File: config.mk
export PLATFORM = sky130hd
export DESIGN_NAME = dac_front_regs
export DESIGN_NICKNAME = d
export VERILOG_FILES = /design/src/rtl/dac_front_pkg.sv /design/src/rtl/dac_front_ctrl.sv /design/src/rtl/dac_front_dp.sv /design/src/rtl/dac_front_regs.sv
export SDC_FILE = /design/constraint.sdc
export NUM_CORES = 1
export LEC_CHECK = 0
export BUFFER_PORTS_ARGS = -buffer_cell sky130_fd_sc_hd__clkbuf_2
export CAP_MARGIN = 30
export CORE_ASPECT_RATIO = 0.8
export CORE_MARGIN = 4
export CORE_UTILIZATION = 50
export CTS_CLUSTER_SIZE = 12
export DETAILED_ROUTE_END_ITERATION = 10
export GPL_TIMING_DRIVEN = 1
export PLACE_DENSITY = 0.77
export SYNTH_ARGS = -nofsm -noshare
export SYNTH_HDL_FRONTEND = slang
export SYNTH_HIERARCHICAL = 1
export SYNTH_SLANG_ARGS = --single-unit
export TNS_END_PERCENT = 100
File: constraint.sdc
create_clock -name clk -period 3.4 [get_ports clk]
set_input_delay 0.68 -clock clk [delete_from_list [all_inputs] [get_ports clk]]
set_output_delay 0.68 -clock clk [all_outputs]
set_load 0.005 [all_outputs]
File: src/rtl/dac_front_pkg.sv
package dac_front_pkg;
  localparam int BYTE_W = 8;
  localparam int CODE_W = 2 * BYTE_W;

  typedef struct packed {
    logic clearAll;
    logic loadLow;
    logic loadHigh;
    logic shiftIn;
    logic transfer;
  } ctrlStrobes_t;
endpackage

File: src/rtl/dac_front_ctrl.sv
module dac_front_ctrl
  import dac_front_pkg::*;
(
  input  logic         clk,
  input  logic         rstN,
  input  logic         csN,
  input  logic         wrN,
  input  logic         loEnN,
  input  logic         hiEnN,
  input  logic         xferEnN,
  input  logic         clrN,
  output ctrlStrobes_t strobes
);
  logic wrPrev;
  logic selected;
  logic wrLow;
  logic wrRelease;
  logic serialMode;

  always_ff @(posedge clk) begin
    if (!rstN) wrPrev <= 1'b1;
    else       wrPrev <= wrN;
  end

  always_comb begin
    selected   = !csN;
    wrLow      = !wrN;
    wrRelease  = !wrPrev && wrN;
    serialMode = !loEnN && !hiEnN;

    strobes.clearAll = !clrN;
    strobes.loadLow  = selected && wrLow && !loEnN && hiEnN;
    strobes.loadHigh = selected && wrLow && !hiEnN && loEnN;
    strobes.shiftIn  = selected && wrRelease && serialMode;
    strobes.transfer = selected && wrLow && !xferEnN;
  end
endmodule

File: src/rtl/dac_front_dp.sv
module dac_front_dp
  import dac_front_pkg::*;
#(
  parameter int BW = BYTE_W,
  localparam int CW = 2 * BW
) (
  input  logic          clk,
  input  logic          rstN,
  input  ctrlStrobes_t  strobes,
  input  logic [BW-1:0] dataIn,
  output logic [CW-1:0] dacCode,
  output logic [CW-1:0] dacCodeUni
);
  logic [BW-1:0] lowByte;
  logic [BW-1:0] highByte;
  logic [BW-1:0] lowNext;
  logic [BW-1:0] highNext;
  logic [CW-1:0] dacNext;

  always_comb begin
    lowNext  = lowByte;
    highNext = highByte;
    if (strobes.loadLow)  lowNext  = dataIn;
    if (strobes.loadHigh) highNext = dataIn;
    if (strobes.shiftIn) {highNext, lowNext} = {highByte, lowByte, dataIn[0]};
    dacNext = strobes.transfer ? {highNext, lowNext} : dacCode;
  end

  always_ff @(posedge clk) begin
    if (!rstN || strobes.clearAll) begin
      lowByte  <= '0;
      highByte <= '0;
      dacCode  <= '0;
    end else begin
      lowByte  <= lowNext;
      highByte <= highNext;
      dacCode  <= dacNext;
    end
  end

  assign dacCodeUni = {~dacCode[CW-1], dacCode[CW-2:0]};
endmodule

File: src/rtl/dac_front_regs.sv
module dac_front_regs
  import dac_front_pkg::*;
(
  input  logic              clk,
  input  logic              rstN,
  input  logic [BYTE_W-1:0] dataIn,
  input  logic              csN,
  input  logic              wrN,
  input  logic              loEnN,
  input  logic              hiEnN,
  input  logic              xferEnN,
  input  logic              clrN,
  output logic [CODE_W-1:0] dacCode,
  output logic [CODE_W-1:0] dacCodeUni
);
  ctrlStrobes_t strobes;

  dac_front_ctrl u_ctrl (
    .clk(clk), .rstN(rstN), .csN(csN), .wrN(wrN), .loEnN(loEnN),
    .hiEnN(hiEnN), .xferEnN(xferEnN), .clrN(clrN), .strobes(strobes)
  );

  dac_front_dp #(.BW(BYTE_W)) u_dp (
    .clk(clk), .rstN(rstN), .strobes(strobes), .dataIn(dataIn),
    .dacCode(dacCode), .dacCodeUni(dacCodeUni)
  );
endmodule

; ---- Word-level counts from Yosys, hierarchy flattened
; Cells that the tools add are included.
[totals]
register_bits = 33
input_bits = 16
[op_classes]
n_mux = 4
bitwise_logic = 1
reduce_logical = 19
[ops]
columns = operator, n
row1 = 2-to-1 mux 8 bit, 4
row2 = logical AND 1 bit, 10
row3 = zero test 1 bit, 8
row4 = logical OR 1 bit, 1
row5 = NOT 1 bit, 1

; ---- Depth between registers and ports, before layout
[logic_depth]
ltp_word = 6
mapped_depth = 6
depth_no_buf = 5

; ---- Cells and area by module
; The synthesis kept the hierarchy.
[modules_own_cells]
columns = module, instances, cells_each, area_per_inst_um2
row1 = dac_front_dp, 1, 160, 1621.6
row2 = dac_front_ctrl, 1, 8, 65.1

; ---- Worst setup path after synthesis
; No wires, ideal clock.
[synth_timing]
path_kind = input-to-reg
startpoint = input port hiEnN
endpoint = register u_dp.dacCode[12]
setup_ps = 128
t_arrival_ps = 1811
required_ps = 3272
slack_ps = 1461
cell_stages = 5
n_path_buf = 1
path_cell_list = nor4b_1 > buf_6 > mux2_2 > a221oi_2 > nor2_1
[synth_between]
elab_chain_len = 5
[synth_lines]
columns = element, line_no
row1 = from (decl), dac_front_regs.sv:10  ; input logic hiEnN,
row2 = zero test 1 bit *, "dac_front_ctrl.sv:29, dac_front_ctrl.sv:33"
row3 = logical AND 1 bit (2 in a row), dac_front_ctrl.sv:33  ; strobes.loadHigh = selected && wrLow && !hiEnN && loEnN;
row4 = 2-to-1 mux 8 bit, dac_front_dp.sv:24  ; if (strobes.loadHigh) highNext = dataIn;
row5 = 2-to-1 mux 8 bit *, dac_front_dp.sv:25  ; if (strobes.shiftIn) {highNext, lowNext} = {highByte, lowByte, dataIn[0]};
row6 = to (signal assigned), dac_front_dp.sv:37  ; dacCode <= dacNext;
row7 = to (decl), dac_front_dp.sv:11  ; output logic [CW-1:0] dacCode,
; Every way passes the cells marked *; elsewhere a longest branch is shown, timed or not.
; A chain may end at the register's enable or synchronous reset.

==> impl_metrics.toml <==
[clock_network]
htree_num_levels = 2
postCtsSetupRepairBufs = 0
cts_buffers = 5
ctsHoldBuffers = 0
clock_latency_ns = 0.28
cts_sinks = 33
cts_tree = "yes"
clockRootBuffer = "clkbuf_8"
clockBufferDepth = 2
path_clk_slew_ns = 0.06
cts_resized = 0

[detailed_routing]
viasPerCell = 5.17
firstDrtPassIters = 6
detail_route.wl_per_cell_um = 14.6
drt_iter0_drc = 63
drt-total-wl_um = 3540
ant_nets = 0
drc = 0
num_vias = 1252

[timing]
setup_violations = 0
skew_ns = 0.00251
rsz0062_at_grt = "no"
fin_crit_sh_pct = 63.9
worst_slew_pin_slew_ns = 0.659
setup_ws_ns = 1.23
fmaxAchievable_ghz = 0.460
final_max_slew_viol_count = 0
period_minus_slack_ns = 2.17
slew_headroom_pct = 56.1
hold_viol_final = 0
tns_ns = 0

[finish]
drive_above_1_share_pct = 43.1
final_cells = 242
diodes = 0
final_area_um2 = 1950
fillers = 276
syn_to_final_growth_pct = 15.6
layout.nets = 218

[place]
placed_area_um2 = 1860
place_hpwl_um = 2530
io_buffers = 47
post-place-cells = 235
place.gp.congestion = 0.724
dpl_worst_slack_ns = 0.928

[job]
cap_violations = 0

[grt]
grt-ovfl-total = 0
grt_pass1_wl_um = 5820
grt_max_degree = 23
grt_pass1_vias = 1215
antenna_found_initial = 0
grt_usage_pct = 17.5

[yosys]
synth_xor_area_share_pct = 0
yosysSeqAreaShare_pct = 39.2
syn_avg_cell_area_um2 = 10.0
synth_top_family_by_area = "multiplexers"
yosys.area_share.adder_pct = 0
yosysWarnings = 6
synth.area.mux_share_pct = 21.3
syn_nets = 184
yosys.area_share.simple_pct = 16.8
synth_cells = 168
netlist_area_um2 = 1690
yosys_register_bits = 33
ys_types = 24
synth_compound_area_share_pct = 11.3

[setup_path]
cp.required_ns = 3.54
path_class = "primary input to register"
cp-start-kind = "primary input"
critPathCaptureType = "register"
path_max_fanout = 15
crit_arrival_ns = 2.31

[pwr]
p_leak_uw = 0.000815
vdd_drop_max_mv = 0.248
powerDensity_nw_per_um2 = 378

[outcome]
status = "finished, final reports clean"

[floorplanning]
die_area_um2 = 4370
die_h_um = 59.9
ios = 48
core-area_um2 = 3150
die_w_um = 72.9
placementRows = 18
initial_core_util_pct = 53.5

[min_path]
worst_hold_path_type = "register to register"
-- registers in the layout (all words and copies together) (netlist names) --
signal / count
u_dp/lowByte: 8
u_dp/dacCode: 16
u_dp/highByte: 8
u_ctrl/wrPrev: 1
-- logic make-up (layout without fill, tap and decap cells) --
logic type	after synthesis	in the layout
AND/OR/NAND/NOR	57	57
AO/OA/AOI/OAI	19	19
flip-flops	33	33
multiplexers	31	31
buffers and inverters	28	62
-- routing by layer --
layer | track usage [%] | vias to the layer above | share of wire (%)
met3 | 6.72 | 2 | 6.4
met4 | 4.21 | 0 | 0.23
li1 | - | 633 | -
met5 | 0 | - | 0
met1 | 23.1 | 580 | 47
met2 | 27.1 | 37 | 46
-- final cells by class --
cell class	instances	area, µm²	area share (%)
clock buffer	7	86.3	4.43
tap	40	50.0	2.57
inverter	2	7.51	0.385
timing repair buffer	53	288	14.8
multi-input combinational	107	857	44.0
sequential	33	661	33.9
-- cell usage in the layout (no fill, tap or decap) --
cell and count:
a211oi_1 1, a21oi_1 3, a221oi_1 5, a221oi_2 7, a31oi_1 3, and2_1 1
and2b_4 1, buf_4 5, buf_8 1, clkbuf_1 1, clkbuf_2 47, clkbuf_8 6
dfxtp_1 33, inv_1 2, mux2_2 7, mux2_4 8, mux2i_1 16, nand2_1 3
nand2b_1 3, nor2_1 29, nor2_2 1, nor2b_1 15, nor3_2 1, nor4_2 1
nor4b_2 2
-- report_power, final --
| group | internal, µW | leakage [µW] | switching [µW] |
|---|---|---|---|
| sequential | 389 | 0.000266 | 2.06 |
| clock | 160 | 0.0000443 | 131 |
| combinational | 23.3 | 0.000504 | 29.5 |
-- path summary, 6_finish.rpt --
check             startpoint               to  slack (ns)  cells past startpoint
min          u_dp/dacCode[0]  u_dp/dacCode[0]        0.53                      2
max reg2reg    u_ctrl/wrPrev  u_dp/dacCode[9]        1.47                      5
min reg2reg  u_dp/dacCode[0]  u_dp/dacCode[0]        0.53                      2
max                    hiEnN  u_dp/dacCode[9]        1.23                      7
-- per-stage QoR --
step	total power [µW]	hold slack, ns	utilization [%]
2_1_floorplan	431	0.482	-
3_3_place_gp	449	0.486	58.6
3_5_place_dp	453	0.515	59.1
4_1_cts	746	0.531	61.8
5_1_grt	771	0.573	61.8
6_report	736	0.530	61.8
-- Yosys cell counts (all sizes together) --
| library cell | number | share of area (%) |
|---|---|---|
| dfxtp | 33 | 39 |
| nor2 | 30 | 6.8 |
| buf | 22 | 10 |
| mux2i | 16 | 9.5 |
| mux2 | 15 | 12 |
| nor2b | 15 | 5.6 |
| a221oi | 12 | 8.8 |
| clkbuf | 4 | 0.89 |
| a21oi | 3 | 0.89 |
| a31oi | 3 | 1.1 |
| nand2 | 3 | 0.67 |
| nand2b | 3 | 1.1 |
| inv | 2 | 0.45 |
| nor4b | 2 | 1.0 |
| a211oi | 1 | 0.45 |
| and2 | 1 | 0.37 |
| and2b | 1 | 0.59 |
| nor3 | 1 | 0.30 |
| nor4 | 1 | 0.37 |
-- worst max-delay path: stages --
cell and delay (ns):
clkbuf_2 0.10, nand2b_1 0.15, nor4_2 0.38, buf_4 0.34, and2b_4 0.30, a221oi_1 0.29
nor2_1 0.07
(Power assumes the default switching activity.)
